### src/rtl/trig_reload_pkg.sv
package trig_reload_pkg;
  localparam int A_CTRL = 0;
  localparam int A_ENA  = 1;
  localparam int A_ERR  = 2;
  localparam int A_SHD  = 4;
  localparam int A_ACT  = 8;

  typedef struct packed {
    logic seq_mode;
    logic mod_off;
    logic out_dis;
    logic commit;
  } ctrl_t;

  localparam int CTRL_W = $bits(ctrl_t);
endpackage

### src/rtl/trig_cfg_bank.sv
module trig_cfg_bank
  import trig_reload_pkg::*;
#(
  parameter int CFG_W   = 16,
  parameter int NUM_CFG = 4,
  parameter int ADDR_W  = 4
) (
  input  logic                     clk,
  input  logic                     rst_n,
  input  logic                     we,
  input  logic [ADDR_W-1:0]        addr,
  input  logic [CFG_W-1:0]         wdata,
  input  logic                     mrs_live,
  output ctrl_t                    ctrl_o,
  output logic [NUM_CFG*CFG_W-1:0] shadow_o,
  output logic [NUM_CFG*CFG_W-1:0] active_o,
  output logic                     reload_o,
  output logic                     busy_hit_o
);
  localparam int TOT_W = NUM_CFG * CFG_W;

  ctrl_t ctrl_q;
  logic  busy_q;
  logic  ctrl_wr;
  logic  shd_wr_any;
  logic [NUM_CFG-1:0] shd_wr;

  assign ctrl_wr    = we && (addr == ADDR_W'(A_CTRL));
  assign reload_o   = mrs_live && ctrl_q.commit;
  assign busy_hit_o = mrs_live && busy_q;
  assign shd_wr_any = |shd_wr;

  genvar gi;
  generate
    for (gi = 0; gi < NUM_CFG; gi++) begin : g_word
      assign shd_wr[gi] = we && (addr == ADDR_W'(A_SHD + gi));
      always_ff @(posedge clk or negedge rst_n) begin
        if (!rst_n) begin
          shadow_o[gi*CFG_W +: CFG_W] <= '0;
        end else if (shd_wr[gi]) begin
          shadow_o[gi*CFG_W +: CFG_W] <= wdata;
        end
      end
      always_ff @(posedge clk or negedge rst_n) begin
        if (!rst_n) begin
          active_o[gi*CFG_W +: CFG_W] <= '0;
        end else if (reload_o) begin
          active_o[gi*CFG_W +: CFG_W] <= shadow_o[gi*CFG_W +: CFG_W];
        end
      end
    end
  endgenerate

  always_ff @(posedge clk or negedge rst_n) begin
    if (!rst_n) begin
      ctrl_q <= '0;
      busy_q <= 1'b0;
    end else begin
      if (ctrl_wr) begin
        ctrl_q <= ctrl_t'(wdata[CTRL_W-1:0]);
      end else if (reload_o) begin
        ctrl_q.commit <= 1'b0;
      end
      if (ctrl_wr && wdata[0]) begin
        busy_q <= 1'b0;
      end else if (shd_wr_any || (ctrl_wr && !wdata[0] && ctrl_q.commit)) begin
        busy_q <= 1'b1;
      end
    end
  end

  assign ctrl_o = ctrl_q;


  reload_copy_chk: assert property (@(posedge clk) disable iff (!rst_n)
    reload_o |=> active_o == $past(shadow_o));

  commit_clear_chk: assert property (@(posedge clk) disable iff (!rst_n)
    (reload_o && !ctrl_wr) |=> !ctrl_q.commit);

  active_hold_chk: assert property (@(posedge clk) disable iff (!rst_n)
    !reload_o |=> $stable(active_o));

  busy_end_chk: assert property (@(posedge clk) disable iff (!rst_n)
    (ctrl_wr && wdata[0]) |=> !busy_q);

  logic unused_w;
  assign unused_w = ^TOT_W;
endmodule

### src/rtl/trig_evt_monitor.sv
module trig_evt_monitor #(
  parameter int CNT_W     = 4,
  parameter int OVR_LIMIT = 8
) (
  input  logic clk,
  input  logic rst_n,
  input  logic enable,
  input  logic seq_mode,
  input  logic mrs,
  input  logic evt,
  output logic ovr_o
);
  localparam logic [CNT_W-1:0] CNT_MAX = {CNT_W{1'b1}};
  localparam logic [CNT_W-1:0] LIMIT   = CNT_W'(OVR_LIMIT);

  logic [CNT_W-1:0] cnt_q;
  logic             ev_seq;

  function automatic logic [CNT_W-1:0] sat_inc(input logic [CNT_W-1:0] c);
    return (c == CNT_MAX) ? c : c + 1'b1;
  endfunction

  function automatic logic [CNT_W-1:0] next_count(input logic [CNT_W-1:0] c,
                                                  input logic restart,
                                                  input logic ev);
    if (restart) return ev ? CNT_W'(1) : '0;
    if (ev)      return sat_inc(c);
    return c;
  endfunction

  assign ev_seq = evt && seq_mode;
  assign ovr_o  = enable && ev_seq && !mrs && (cnt_q >= LIMIT);

  always_ff @(posedge clk or negedge rst_n) begin
    if (!rst_n) begin
      cnt_q <= '0;
    end else if (enable) begin
      cnt_q <= next_count(cnt_q, mrs, ev_seq);
    end
  end


  cnt_restart_chk: assert property (@(posedge clk) disable iff (!rst_n)
    (enable && mrs) |=> cnt_q <= CNT_W'(1));

  cnt_freeze_chk: assert property (@(posedge clk) disable iff (!rst_n)
    !enable |=> $stable(cnt_q));

  cnt_first_chk: assert property (@(posedge clk) disable iff (!rst_n)
    (enable && mrs && ev_seq) |=> cnt_q == CNT_W'(1));
endmodule

### src/rtl/trig_dma_gate.sv
module trig_dma_gate (
  input  logic clk,
  input  logic rst_n,
  input  logic hold,
  input  logic reload,
  input  logic dma_en,
  input  logic ack,
  output logic req_o
);
  always_ff @(posedge clk or negedge rst_n) begin
    if (!rst_n) begin
      req_o <= 1'b0;
    end else if (!hold) begin
      if (req_o && ack) begin
        req_o <= 1'b0;
      end else if (!req_o && reload && dma_en) begin
        req_o <= 1'b1;
      end
    end
  end


  req_hold_chk: assert property (@(posedge clk) disable iff (!rst_n)
    (req_o && !ack) |=> req_o);

  req_drop_chk: assert property (@(posedge clk) disable iff (!rst_n)
    (req_o && ack && !hold) |=> !req_o);

  req_cause_chk: assert property (@(posedge clk) disable iff (!rst_n)
    $rose(req_o) |-> $past(reload && dma_en));
endmodule

### src/rtl/trig_reload_ctrl.sv
module trig_reload_ctrl
  import trig_reload_pkg::*;
#(
  parameter int CFG_W     = 16,
  parameter int NUM_CFG   = 4,
  parameter int ADDR_W    = 4,
  parameter int NUM_TRIG  = 8,
  parameter int CNT_W     = 4,
  parameter int OVR_LIMIT = 8
) (
  input  logic                     clk,
  input  logic                     rst_n,
  input  logic                     reg_we,
  input  logic [ADDR_W-1:0]        reg_addr,
  input  logic [CFG_W-1:0]         reg_wdata,
  output logic [CFG_W-1:0]         reg_rdata,
  input  logic                     mrs,
  input  logic                     evt,
  input  logic [NUM_TRIG-1:0]      trig_req,
  output logic [NUM_TRIG-1:0]      trig_out,
  output logic [NUM_CFG*CFG_W-1:0] cfg_active,
  output logic                     dma_req,
  input  logic                     dma_ack,
  output logic [1:0]               err_irq
);
  localparam int ERR_N = 2;
  localparam int ENA_W = 3;

  ctrl_t                    ctrl;
  logic [NUM_CFG*CFG_W-1:0] shadow;
  logic                     mrs_live;
  logic                     reload_ev;
  logic                     busy_hit_ev;
  logic                     ovr_ev;
  logic [ENA_W-1:0]         ena_q;
  logic [ERR_N-1:0]         err_q;
  logic [ERR_N-1:0]         err_set;
  logic [ERR_N-1:0]         err_clr;

  assign mrs_live = mrs && !ctrl.mod_off;

  trig_cfg_bank #(.CFG_W(CFG_W), .NUM_CFG(NUM_CFG), .ADDR_W(ADDR_W)) u_bank (
    .clk(clk), .rst_n(rst_n), .we(reg_we), .addr(reg_addr), .wdata(reg_wdata),
    .mrs_live(mrs_live), .ctrl_o(ctrl), .shadow_o(shadow), .active_o(cfg_active),
    .reload_o(reload_ev), .busy_hit_o(busy_hit_ev)
  );

  trig_evt_monitor #(.CNT_W(CNT_W), .OVR_LIMIT(OVR_LIMIT)) u_evt (
    .clk(clk), .rst_n(rst_n), .enable(!ctrl.mod_off), .seq_mode(ctrl.seq_mode),
    .mrs(mrs), .evt(evt), .ovr_o(ovr_ev)
  );

  trig_dma_gate u_dma (
    .clk(clk), .rst_n(rst_n), .hold(ctrl.mod_off), .reload(reload_ev),
    .dma_en(ena_q[2]), .ack(dma_ack), .req_o(dma_req)
  );

  assign err_set = {ovr_ev && ena_q[1], busy_hit_ev && ena_q[0]};
  assign err_clr = (reg_we && reg_addr == ADDR_W'(A_ERR)) ? reg_wdata[ERR_N-1:0] : '0;

  always_ff @(posedge clk or negedge rst_n) begin
    if (!rst_n) begin
      ena_q <= '0;
      err_q <= '0;
    end else begin
      if (reg_we && reg_addr == ADDR_W'(A_ENA)) ena_q <= reg_wdata[ENA_W-1:0];
      err_q <= (err_q & ~err_clr) | err_set;
    end
  end

  assign err_irq  = err_q & ena_q[ERR_N-1:0];
  assign trig_out = ctrl.out_dis ? '0 : (trig_req & cfg_active[NUM_TRIG-1:0]);

  always_comb begin
    reg_rdata = '0;
    if (reg_addr == ADDR_W'(A_CTRL)) reg_rdata = CFG_W'(ctrl);
    if (reg_addr == ADDR_W'(A_ENA))  reg_rdata = CFG_W'(ena_q);
    if (reg_addr == ADDR_W'(A_ERR))  reg_rdata = CFG_W'(err_q);
    for (int i = 0; i < NUM_CFG; i++) begin
      if (reg_addr == ADDR_W'(A_SHD + i)) reg_rdata = shadow[i*CFG_W +: CFG_W];
      if (reg_addr == ADDR_W'(A_ACT + i)) reg_rdata = cfg_active[i*CFG_W +: CFG_W];
    end
  end


  err_sticky_chk: assert property (@(posedge clk) disable iff (!rst_n)
    (err_q[0] && !err_clr[0]) |=> err_q[0]);

  ovr_sticky_chk: assert property (@(posedge clk) disable iff (!rst_n)
    (err_q[1] && !err_clr[1]) |=> err_q[1]);

  off_quiet_chk: assert property (@(posedge clk) disable iff (!rst_n)
    (ctrl.mod_off && !err_q[0]) |=> !err_q[0]);
endmodule

### config.mk
export PLATFORM = sky130hd
export DESIGN_NAME = trig_reload_ctrl
export DESIGN_NICKNAME = d
export VERILOG_FILES = /design/src/rtl/trig_reload_pkg.sv /design/src/rtl/trig_cfg_bank.sv /design/src/rtl/trig_evt_monitor.sv /design/src/rtl/trig_dma_gate.sv /design/src/rtl/trig_reload_ctrl.sv
export SDC_FILE = /design/constraint.sdc
export NUM_CORES = 1
export LEC_CHECK = 0
export ABC_AREA = 0
export CAP_MARGIN = 20
export CORE_MARGIN = 3
export CORE_UTILIZATION = 45
export DETAILED_ROUTE_END_ITERATION = 7
export HOLD_SLACK_MARGIN = 0.03
export PLACE_DENSITY_LB_ADDON = 0.3
export SYNTH_ARGS = -nofsm -noshare
export SYNTH_HDL_FRONTEND = slang
export SYNTH_SLANG_ARGS = --single-unit
export TNS_END_PERCENT = 10
### constraint.sdc
create_clock -name clk -period 4.2 [get_ports clk]
set_input_delay 0.63 -clock clk [delete_from_list [all_inputs] [get_ports clk]]
set_output_delay 0.63 -clock clk [all_outputs]
set_load 0.01 [all_outputs]
; ---- Yosys cells after proc, flatten, opt, wreduce, memory -nomap -nowiden
; Cells that the tools add are included.
[word_totals]
regBits = 143
inputBits = 34
wordCells = 102
out_inout_bits = 91
[classes]
n_lt_le_gt_ge = 1
bitwise_logic = 6
add_sub_neg = 1
mux = 30
n_eq_ne = 12
n_reduce_logical = 35
[op_table]
columns = op, n
row1 = two-way mux 16 bit, 10
row2 = two-way mux 4 bit, 6
row3 = logical AND 1 bit, 22
row4 = "== test 4 bit, second input constant", 5
row5 = "== test 4 x 3 -> 1 bit, second input constant", 4
row6 = two-way mux 1 bit, 12
row7 = bitwise AND 8 bit, 1
row8 = two-way mux 8 bit, 1
row9 = nonzero test 2 bit, 4
row10 = "adder 4 x 1 -> 4 bit, second input constant", 1
row11 = bitwise AND 2 bit, 2
row12 = "== test 4 x 1 -> 1 bit, second input constant", 1
row13 = "== test 4 x 2 -> 1 bit, second input constant", 1
row14 = "greater-or-equal comparator 4 bit, second input constant", 1
row15 = logical NOT 1 bit, 4
row16 = logical NOT 4 bit, 1
row17 = OR reduction 4 bit, 1
row18 = "inequality test 3 bit, second input constant", 1
row19 = AND reduction 3 bit, 1
row20 = two-way mux 2 bit, 1
row21 = NOT 2 bit, 1
row22 = OR 2 bit, 1
row23 = AND reduction 2 bit, 1
row24 = logical OR 1 bit, 1
row25 = NOT 1 bit, 1

; ---- Longest topological paths before layout
[depth]
word_depth = 12
depth_mapped = 8
mapped_depth_nobuf = 5

; ---- By module
; From an unflattened synthesis, not the netlist that was laid out.
[unflattened]
hier_cells = 571
area_unflattened_um2 = 7120.6
[by_module_without_submodules]
columns = mod, cells_per_inst, seq_area_each_um2, n_inst, area_each_um2
row1 = trig_cfg_bank, 295, 3328.2, 1, 5094.9
row2 = trig_reload_ctrl, 242, 125.1, 1, 1672.9
row3 = trig_evt_monitor, 30, 100.1, 1, 304.0
row4 = trig_dma_gate, 4, 25.0, 1, 48.8

; ---- Worst setup path before layout
; OpenSTA, ideal clock, no wires.
[synth_timing]
path_kind = input-to-output
from = input reg_addr[0]
to = output reg_rdata[6]
setup_slack_ps = 1672
stages = 7
arrival_ps = 1898
path_buffers = 2
path_cell_list = buf_2 -> inv_1 -> buf_2 -> a32o_1 -> a2111oi_2 -> a2bb2oi_1 -> o21ai_1
[synth_via]
elab_chain_cells = 10
[synth_rtl]
columns = element, line
row1 = "start, declared", trig_reload_ctrl.sv:14  ; input logic [ADDR_W-1:0] reg_addr,
row2 = == test 4 x 2 -> 1 bit, trig_reload_ctrl.sv:78  ; if (reg_addr == ADDR_W'(A_ERR)) reg_rdata = CFG_W'(err_q);
row3 = two-way mux 16 bit, trig_reload_ctrl.sv:78
row4 = two-way mux 16 bit, trig_reload_ctrl.sv:80  ; if (reg_addr == ADDR_W'(A_SHD + i)) reg_rdata = shadow[i*CFG_W +: CFG_W];
row5 = two-way mux 16 bit, trig_reload_ctrl.sv:81  ; if (reg_addr == ADDR_W'(A_ACT + i)) reg_rdata = cfg_active[i*CFG_W +: CFG_W];
row6 = two-way mux 16 bit, trig_reload_ctrl.sv:80
row7 = two-way mux 16 bit, trig_reload_ctrl.sv:81
row8 = two-way mux 16 bit, trig_reload_ctrl.sv:80
row9 = two-way mux 16 bit, trig_reload_ctrl.sv:81
row10 = two-way mux 16 bit, trig_reload_ctrl.sv:80
row11 = two-way mux 16 bit (*), trig_reload_ctrl.sv:81
row12 = "end, declared", trig_reload_ctrl.sv:16  ; output logic [CFG_W-1:0] reg_rdata,
; Mark *: on every way between the ends. The rest lies on a longest branch, timed or not.

; ---- Final worst setup path
[layout_timing]
from = input reg_addr[3]
to = output reg_rdata[0]
[layout_via]
elab_chain_cells = 12
[layout_rtl]
columns = element, line
row1 = logical NOT 4 bit, trig_reload_ctrl.sv:76  ; if (reg_addr == ADDR_W'(A_CTRL)) reg_rdata = CFG_W'(ctrl);
row2 = two-way mux 4 bit, trig_reload_ctrl.sv:76
row3 = two-way mux 16 bit, trig_reload_ctrl.sv:77  ; if (reg_addr == ADDR_W'(A_ENA)) reg_rdata = CFG_W'(ena_q);
row4 = two-way mux 16 bit, trig_reload_ctrl.sv:78
row5 = two-way mux 16 bit, trig_reload_ctrl.sv:80
row6 = two-way mux 16 bit, trig_reload_ctrl.sv:81
row7 = two-way mux 16 bit, trig_reload_ctrl.sv:80
row8 = two-way mux 16 bit, trig_reload_ctrl.sv:81
row9 = two-way mux 16 bit, trig_reload_ctrl.sv:80
row10 = two-way mux 16 bit, trig_reload_ctrl.sv:81
row11 = two-way mux 16 bit, trig_reload_ctrl.sv:80
row12 = two-way mux 16 bit (*), trig_reload_ctrl.sv:81
; Marks and branches as above.

==> metrics.yaml <==
seq_power_share_pct: 41.5
synth.distinct_cells: 58
wl_per_cell_um: 21.3
vias_per_cell: 5.95
grt_max_degree: 82
port_buffers: 124
maxSlewViolCount: 0
power_switching_uw: 1540
tightestPinTransition_ns: 1.01
gr-total-overflow: 0
finalHoldViolCount: 0
grt_pass1_wl_mm: 29.8
syn_inst: 560
start_util_pct: 46.6
htreeDepth: 4
clkPwrFrac_pct: 29.7
cts_hold_buf: 0
die_y_um: 130
arrival_ns: 3.29
cts_buffer_depth: 2
min_period_ns: 3.92
ir_drop_mv: 0.292
fp-row-count: 44
multiInputGateArea_um2: 3080
antenna_left: 0
dp_hpwl_mm: 12.7
status: "finished clean"
fin_nets: 722
power_density_nw_per_um2: 596
remaining_drc_errors: 0
max_clock_freq_mhz: 255
io_pins: 125
gp_congestion: 0.870
period_share_pct: 93.4
max_cap_violations: 0
first_pass_iters: 5
hold_class: "input port to asynchronous set/reset pin"
clkLatencyLatePin_ns: 0.42
setup.worst_path.end_class: "output port"
synth_enable_flop_cells: 0
layout_common_cells: "dfrtp_1, mux2_2, clkdlybuf4s50_1"
path_class: "input port to output port"
required_ns: 3.57
synth_nets: 596
fill_cells: 1176
cts_tree: "built"
synthesis.area_um2: 6870
setup_violations: 0
wirelength_mm: 18.8
clock-sinks: 143
path_max_fanout: 8
clkTransAtPathRegs_ns: 0.06
finClkSkew_ns: 0.00766
vias: 5251
clockRootBuffer: "clkbuf_16"
grt_pass1_vias: 5487
drt_iter0_drc: 428
ys_seq_elements: 143
cp-start-kind: "input port"
async_reset_ff_share_pct: 100
syn2layout_area_growth_pct: 30.1
cts_setup_buffers: 0
cts_resized: 0
p_leak_uw: 0.00395
synthFlopType: "dfrtp_1"
core_um2: 14800
internal_power_uw: 3790
diodes: 0
gr-usage-all-layers_pct: 23.1
yosys_warnings: 0
drive_gt1_share_pct: 27.8
layout_commonest_cell: "dfrtp_1"
syn_avg_cell_area_um2: 12.3
total_power_uw: 5330
instances_no_fill: 883
seq_area_frac_synth_pct: 52.1
maxSlewHeadroom_pct: 32.3
dp.cells: 851
antenna_found_initial: 0
seqCellArea_um2: 3580
fp.dieW_um: 130
grt_setup_unrepaired: "no"
switching_share_pct: 28.9
finalSetupTns_ns: 0
cts_buffers: 17
pwr-share-comb_pct: 28.8
dieArea_um2: 16800
state kept, by name, indices dropped and copies added, names as in the netlist:
name             count
u_bank.active_o     64
u_dma.req_o          1
u_bank.busy_q        1
u_evt.cnt_q          4
u_bank.ctrl_o        4
ena_q                3
u_bank.shadow_o     64
err_q                2
cell type report:
cell class,count,area share (%)
flip-flops and latches,143,40.0
multi-input cells,370,34.5
repair buffers,146,15.6
clock buffers,22,5.19
well taps,184,2.57
clock inverters,10,1.79
inverters,8,0.336
cell usage after synthesis (all sizes together) (3+ instances only):
| cell type | number | area share (%) |
|---|---|---|
| buf | 27 | 2.2 |
| o22ai | 4 | 0.36 |
| mux2 | 147 | 24 |
| nor3 | 6 | 0.67 |
| a21o | 6 | 0.66 |
| nand2 | 32 | 1.8 |
| nor2b | 3 | 0.38 |
| dfrtp | 143 | 52 |
| o221ai | 11 | 1.4 |
| nand2b | 3 | 0.27 |
| and3b | 6 | 0.76 |
| nand3 | 7 | 0.51 |
| nand3b | 3 | 0.33 |
| o211ai | 3 | 0.33 |
| a221oi | 5 | 0.64 |
| mux2i | 7 | 1.0 |
| a22oi | 9 | 0.98 |
| a32o | 4 | 0.58 |
| inv | 8 | 0.44 |
| o21ai | 20 | 1.5 |
| a21oi | 22 | 1.6 |
| nand4 | 3 | 0.36 |
| a31oi | 7 | 0.64 |
| nor4b | 3 | 0.38 |
| clkbuf | 12 | 0.66 |
| nor2 | 33 | 1.9 |
stage by stage:
| stage | cell area [um^2] | hold WS (ns) | util, % | worst slack (ns) |
|---|---|---|---|---|
| final | 8940 | 0.249 | 60.6 | 0.279 |
| after global routing | 8940 | 0.299 | 60.6 | 0.205 |
| after CTS | 8940 | 0.267 | 60.6 | 0.367 |
| after detailed placement | 8320 | 0.505 | 56.4 | 0.374 |
| after global placement | 8320 | 0.490 | 56.4 | 0.411 |
| after floorplan | 6870 | 0.334 | - | 1.67 |
worst max-delay path, stage by stage:
cell,delay [ns]
clkdlybuf4s50_1,0.65
nor4bb_2,0.60
buf_4,0.28
nand2_1,0.10
o221ai_1,0.09
o211ai_1,0.11
a21oi_1,0.24
clkdlybuf4s50_1,0.59
power groups by stage:
stage,combinational [uW],clock (uW),sequential [uW]
2_1_floorplan,634,0,2210
3_3_place_gp,1510,0,2200
3_5_place_dp,1540,0,2230
4_1_cts,1550,1610,2210
5_1_grt,1650,1670,2270
6_report,1540,1580,2210
final timing paths:
check | startpoint | slack (ns) | depth (start not counted) | to
max in group asynchronous | rst_n | 3.02 | 2 | u_bank.shadow_o[27]
worst max register to register | u_bank.ctrl_o[2] | 1.89 | 4 | u_bank.active_o[13]
worst min-delay path | rst_n | 0.25 | 1 | u_evt.cnt_q[1]
worst min register to register | u_bank.shadow_o[54] | 0.52 | 1 | u_bank.shadow_o[54]
min in group clk | u_bank.shadow_o[54] | 0.52 | 1 | u_bank.shadow_o[54]
worst max-delay path | reg_addr[3] | 0.28 | 8 | reg_rdata[0]
cells by family (layout without fill, tap and decap cells):
kind of cell	Yosys count	after routing	synth area share, %
muxes	154	154	25.1
DFF	143	143	52.1
AOI/OAI and AO/OA	108	108	10.9
and+or+nand+nor	106	106	8.23
buffers and inverters	47	186	3.31
adders and majority gates	2	2	0.364
layer usage:
layer,up-vias,GRT usage (%),wire length [um],share of wire [%]
li1,2323,-,-,-
met1,2655,31.4,8410,45
met2,243,35.8,8730,46
met3,30,5.40,1270,6.8
met4,0,9.29,390,2.1
met5,-,0,0,0
Power figures use the tool's default switching activity.
